**config.mk**
```make
export PLATFORM = sky130hd
export DESIGN_NAME = fpr_round_integral
export DESIGN_NICKNAME = d
export VERILOG_FILES = /design/src/rtl/fpr_pkg.sv /design/src/rtl/fpr_classify.sv /design/src/rtl/fpr_mode_resolve.sv /design/src/rtl/fpr_round_core.sv /design/src/rtl/fpr_round_integral.sv
export SDC_FILE = /design/constraint.sdc
export NUM_CORES = 1
export LEC_CHECK = 0
export BUFFER_PORTS_ARGS = -buffer_cell sky130_fd_sc_hd__buf_2
export CORE_MARGIN = 4
export CORE_UTILIZATION = 55
export DETAILED_ROUTE_END_ITERATION = 7
export PLACE_DENSITY = 0.82
export SLEW_MARGIN = 20
export SYNTH_ARGS = -nofsm -noshare
export SYNTH_HDL_FRONTEND = slang
export SYNTH_SLANG_ARGS = --single-unit
```
**constraint.sdc**
```tcl
create_clock -name vclk -period 10.1
set_input_delay 1.01 -clock vclk [all_inputs]
set_output_delay 1.01 -clock vclk [all_outputs]
set_load 0.02 [all_outputs]
```
**src/rtl/fpr_pkg.sv**
```systemverilog
package fpr_pkg;

    localparam int EXP_W   = 8;
    localparam int MAN_W   = 23;
    localparam int FP_W    = 1 + EXP_W + MAN_W;
    localparam int MAG_W   = EXP_W + MAN_W;
    localparam int BIAS    = (1 << (EXP_W - 1)) - 1;
    localparam int INT_EXP = BIAS + MAN_W;
    localparam int NF_W    = $clog2(MAN_W + 1);

    localparam logic [FP_W-1:0]  CANON_NAN = {1'b0, {EXP_W{1'b1}}, 1'b1, {(MAN_W-1){1'b0}}};
    localparam logic [MAG_W-1:0] ONE_MAG   = {EXP_W'(BIAS), {MAN_W{1'b0}}};
    localparam logic [2:0]       RM_FIELD_DYN = 3'd7;

    typedef struct packed {
        logic             sign;
        logic [EXP_W-1:0] expo;
        logic [MAN_W-1:0] mant;
    } fp_t;

    typedef enum logic [2:0] {
        RND_NE = 3'd0,
        RND_TZ = 3'd1,
        RND_DN = 3'd2,
        RND_UP = 3'd3,
        RND_MM = 3'd4
    } rnd_e;

    typedef enum logic [2:0] {
        CL_ZERO,
        CL_INF,
        CL_QNAN,
        CL_SNAN,
        CL_TINY,
        CL_FRAC,
        CL_INTG
    } cls_e;

    typedef struct packed {
        fp_t             op;
        cls_e            cls;
        logic [NF_W-1:0] nfrac;
    } opinfo_t;

    function automatic logic mode_ok(input logic [2:0] code);
        return code <= 3'd4;
    endfunction

    function automatic logic [MAN_W-1:0] low_mask(input logic [NF_W-1:0] n);
        return (MAN_W'(1) << n) - MAN_W'(1);
    endfunction

endpackage

```
**src/rtl/fpr_classify.sv**
```systemverilog
module fpr_classify
    import fpr_pkg::*;
(
    input  fp_t     op_i,
    output opinfo_t info_o
);

    always_comb begin
        info_o.op    = op_i;
        info_o.cls   = CL_FRAC;
        info_o.nfrac = '0;
        if (op_i.expo == '1) begin
            if (op_i.mant == '0)
                info_o.cls = CL_INF;
            else if (op_i.mant[MAN_W-1])
                info_o.cls = CL_QNAN;
            else
                info_o.cls = CL_SNAN;
        end else if (op_i.expo == '0 && op_i.mant == '0) begin
            info_o.cls = CL_ZERO;
        end else if (op_i.expo < EXP_W'(BIAS)) begin
            info_o.cls = CL_TINY;
        end else if (op_i.expo >= EXP_W'(INT_EXP)) begin
            info_o.cls = CL_INTG;
        end else begin
            info_o.cls   = CL_FRAC;
            info_o.nfrac = NF_W'(EXP_W'(INT_EXP) - op_i.expo);
        end
    end

    // the fraction-bit count handed to the rounder stays inside the mantissa
    always_comb begin
        if (info_o.cls == CL_FRAC)
            a_r8_frac_count: assert (info_o.nfrac >= NF_W'(1) && info_o.nfrac <= NF_W'(MAN_W))
                else $error("fraction count out of range");
    end

endmodule

```
**src/rtl/fpr_mode_resolve.sv**
```systemverilog
module fpr_mode_resolve
    import fpr_pkg::*;
(
    input  logic [2:0] rm_i,
    input  logic [2:0] dyn_rm_i,
    output rnd_e       mode_o,
    output logic       legal_o
);

    logic [2:0] eff;

    always_comb begin
        eff     = (rm_i == RM_FIELD_DYN) ? dyn_rm_i : rm_i;
        legal_o = mode_ok(eff);
        mode_o  = legal_o ? rnd_e'(eff) : RND_NE;
    end

    // a dynamic request with a legal dynamic code follows that code
    always_comb begin
        if (rm_i == RM_FIELD_DYN && legal_o)
            a_r1_dyn_follow: assert (mode_o == rnd_e'(dyn_rm_i))
                else $error("dynamic mode not followed");
    end

endmodule

```
**src/rtl/fpr_round_core.sv**
```systemverilog
module fpr_round_core
    import fpr_pkg::*;
(
    input  opinfo_t info_i,
    input  rnd_e    mode_i,
    output fp_t     rnd_o,
    output logic    lost_o
);

    fp_t              op;
    logic [MAN_W-1:0] mask;
    logic [MAN_W-1:0] frac_bits;
    logic [MAN_W-1:0] half;
    logic [MAN_W:0]   sig;
    logic             keep_lsb;
    logic             any_frac;
    logic             above;
    logic             tie;
    logic             up;
    logic             tiny_up;
    logic [MAG_W-1:0] trunc_mag;
    logic [MAG_W-1:0] step;

    always_comb begin
        op        = info_i.op;
        mask      = low_mask(info_i.nfrac);
        frac_bits = op.mant & mask;
        half      = MAN_W'(1) << (info_i.nfrac - NF_W'(1));
        sig       = {1'b1, op.mant};
        keep_lsb  = sig[info_i.nfrac];
        any_frac  = frac_bits != '0;
        above     = frac_bits > half;
        tie       = frac_bits == half;
        trunc_mag = {op.expo, op.mant & ~mask};
        step      = {{EXP_W{1'b0}}, mask} + MAG_W'(1);

        case (mode_i)
            RND_NE:  up = above | (tie & keep_lsb);
            RND_DN:  up = op.sign & any_frac;
            RND_UP:  up = ~op.sign & any_frac;
            RND_MM:  up = above | tie;
            default: up = 1'b0;
        endcase

        case (mode_i)
            RND_NE:  tiny_up = (op.expo == EXP_W'(BIAS - 1)) && (op.mant != '0);
            RND_DN:  tiny_up = op.sign;
            RND_UP:  tiny_up = ~op.sign;
            RND_MM:  tiny_up = op.expo == EXP_W'(BIAS - 1);
            default: tiny_up = 1'b0;
        endcase

        case (info_i.cls)
            CL_FRAC: begin
                rnd_o  = fp_t'({op.sign, trunc_mag + (up ? step : '0)});
                lost_o = any_frac;
            end
            CL_TINY: begin
                rnd_o  = fp_t'({op.sign, tiny_up ? ONE_MAG : {MAG_W{1'b0}}});
                lost_o = 1'b1;
            end
            default: begin
                rnd_o  = op;
                lost_o = 1'b0;
            end
        endcase
    end

    always_comb begin
        // the rounder never alters the sign
        a_r7_sign_kept: assert (rnd_o.sign == info_i.op.sign)
            else $error("sign changed by rounding");
        // small magnitudes land on zero or one
        if (info_i.cls == CL_TINY)
            a_r6_tiny_target: assert (rnd_o.mant == '0 &&
                                      (rnd_o.expo == '0 || rnd_o.expo == EXP_W'(BIAS)))
                else $error("small magnitude not mapped to zero or one");
        // integral operands pass with nothing lost
        if (info_i.cls == CL_INTG)
            a_r4_intg_pass: assert (rnd_o == info_i.op && !lost_o)
                else $error("integral operand modified");
    end

endmodule

```
**src/rtl/fpr_round_integral.sv**
```systemverilog
module fpr_round_integral
    import fpr_pkg::*;
(
    input  logic [31:0] op_i,
    input  logic [2:0]  rm_i,
    input  logic [2:0]  dyn_rm_i,
    input  logic        exact_i,
    output logic [31:0] res_o,
    output logic        invalid_o,
    output logic        inexact_o
);

    opinfo_t info;
    rnd_e    mode;
    logic    legal;
    fp_t     rnd;
    logic    lost;
    logic    is_nan;

    fpr_classify u_classify (
        .op_i   (fp_t'(op_i)),
        .info_o (info)
    );

    fpr_mode_resolve u_mode (
        .rm_i     (rm_i),
        .dyn_rm_i (dyn_rm_i),
        .mode_o   (mode),
        .legal_o  (legal)
    );

    fpr_round_core u_core (
        .info_i (info),
        .mode_i (mode),
        .rnd_o  (rnd),
        .lost_o (lost)
    );

    always_comb begin
        is_nan    = (info.cls == CL_QNAN) || (info.cls == CL_SNAN);
        res_o     = (!legal || is_nan) ? CANON_NAN : rnd;
        invalid_o = !legal || (info.cls == CL_SNAN);
        inexact_o = exact_i && legal && lost;
    end

    always_comb begin
        // only the exact variant may report precision loss
        if (inexact_o)
            a_r9_exact_only: assert (exact_i && res_o != op_i)
                else $error("inexact without exact variant or without change");
        // NaN operands give the canonical NaN
        if (op_i[30:23] == 8'hFF && op_i[22:0] != '0)
            a_r5_nan_canon: assert (res_o == CANON_NAN && !inexact_o)
                else $error("NaN not canonicalised");
        // zero and infinity pass through under a legal mode
        if (legal && op_i[22:0] == '0 && (op_i[30:23] == '0 || op_i[30:23] == '1))
            a_r3_passthru: assert (res_o == op_i && !invalid_o && !inexact_o)
                else $error("zero or infinity modified");
        // illegal modes report invalid
        if (!legal)
            a_r2_illegal: assert (invalid_o && res_o == CANON_NAN)
                else $error("illegal mode not reported");
    end

endmodule

```
==> qor.csv <==
metric,value,unit
"Slowest-stage cell, CP",o41a_1,
Avg WL per Cell,21.7,um
cell repeated most along the worst path,ha_1,
Clk network pwr share,0,%
GRT Resource Usage Total,36.7,%
share of cells above drive strength 1,19.0,%
Slew Limit Headroom,37.4,%
max-slew violations,0,
cell with the most instances after synthesis,nand2_1,
CORE AREA,7890,um^2
Inserted Diodes,0,
CP Data Required Time,9090,ps
power per cell area,56.6,nW/um^2
area of the multi-input gates,4380,um^2
run status,"finished, final reports clean",
IO Pins,73,
via/cell ratio,7.08,
period utilization,97.3,%
antenna violations before repair,0,
Die Height,99.1,um
placed cell areas,5200,um^2
Synth area leaders,"ha_1, a21oi_1, nand2_1",
synthesized instance count,696,
Worst VDD drop,27.2,uV
Net Sw Power,0.188,mW
Seq. cell area,0,um^2
DRC Markers,0,
Worst Setup Path Type,in -> out,
Worst-Margin Slew,936,ps
crit path from,op_i[23],
Seq cells,0,
min Tclk post-route,9830,ps
startpoint types,primary input,
top post-synthesis cells by count,"nand2_1, nor2_1, a21oi_1",
layout clock buffer count,0,
sw frac,63.0,%
placement row count,32,
die width,99.1,um
Max Fclk,102,MHz
Critical Path End Type,output port,
fin nets,872,
Syn-to-layout area delta,15.8,%
unrepaired setup endpoints after global routing,true,
register area share after synthesis,0,%
detailed-route via count,6219,
Worst Path Buf+Inv,4,
fillers,735,
Reg power frac,0,%
count of cell types in the netlist,78,
"Avg Cell Area, Syn",6.56,um^2
Gate power share,100.0,%
Routability Congestion,1.19,
Layout Utilization,67.0,%
Worst Path Arrival,8820,ps
Fin Setup TNS,0,ps
Pwr Total,0.299,mW
full die area,9820,um^2
Post-DRT Antenna Nets,0,
Buffers on Ports,73,
largest net degree at the start of global routing,24,
Yosys top cell area share,14.5,%
setup violators final,0,
First-pass DRT Iterations,6,
HP Class,in -> out,
global-route wire length before repair,29.7,mm
leakage power,2.41,nW
Stages on worst setup path,34,
Top delay family on crit path,compound AO/OA/AOI/OAI gates,
Post-Syn Area,4560,um^2
DP Wirelength,14.9,mm
dominant cell type by area after synthesis,ha_1,
global route overflow,0,
Pint,0.111,mW
Synth Net Count,789,
vias in the first global route,5862,
final hold viol count,0,
max_cap viols,0,
Final Cell Area,5280,um^2
HP Start,op_i[31],
DR iter-0 viols,676,
Worst Path Max Fanout,13,
Syn. warnings,0,
Worst Hold Path Cells,4,
Starting Density,57.9,%
CP peak stage delay,420,ps
final WL,19.1,mm
## power groups by stage
stage	combinational, mW	sequential (mW)	clock (mW)
finish	0.299	0	0
global placement	0.270	0	0
detailed placement	0.278	0	0
global route	0.321	0	0
CTS	0.281	0	0
floorplan	0.194	0	0
## stage by stage
stage	instances	setup WS, ps	hold WS, ps
5_1_grt	879	-44.2	2410
2_1_floorplan	696	19.2	2170
4_1_cts	878	40.0	2380
3_5_place_dp	878	-86.2	2380
6_report	879	270	2390
3_3_place_gp	878	253	2370
## final timing paths
check                    to  slack [ps]
setup / recovery  res_o[25]         270
hold / removal    res_o[31]        2390
## repair_timing
action / in CTS / in global routing
cloned: 0 / 1
hold buffers: 0 / 0
buffers inserted: 0 / 0
gates resized for setup: 3 / 19
setup endpoints to repair: 3 / 19
pin swaps: 0 / 2
## per-layer routing
metal	wire (um)	vias up	GRT usage (%)
met5	0	-	0
met4	1020	0	16.5
met3	2140	96	5.52
met2	8690	461	61.2
met1	7220	2863	46.4
li1	-	2799	-
## cell type report
class,instances,area share [%]
Multi-Input combinational cell,636,82.9
Timing Repair Buffer,114,12.8
Tap cell,102,2.42
Inverter,27,1.92
## placed cells by master (no fill, tap or decap), types with 15 or more instances in the layout
master / count
nand2_1: 77
buf_2: 74
nor2_1: 72
a21oi_1: 53
ha_1: 53
buf_4: 39
inv_1: 26
o21ai_0: 26
nand3_1: 25
xnor2_1: 24
a21o_1: 20
and2_1: 19
and3_1: 18
nor2b_1: 17
a22oi_1: 15
## logic make-up after synthesis
family          count (synthesis)  synth area share, %
fa+ha+maj                      54                 15.0
mux                             9                 3.10
compound gates                234                 35.9
buf+inv                        60                 5.62
xor+xnor                       36                 6.91
simple gates                  303                 33.5
Note: power is estimated with default switching activity, not from simulation.
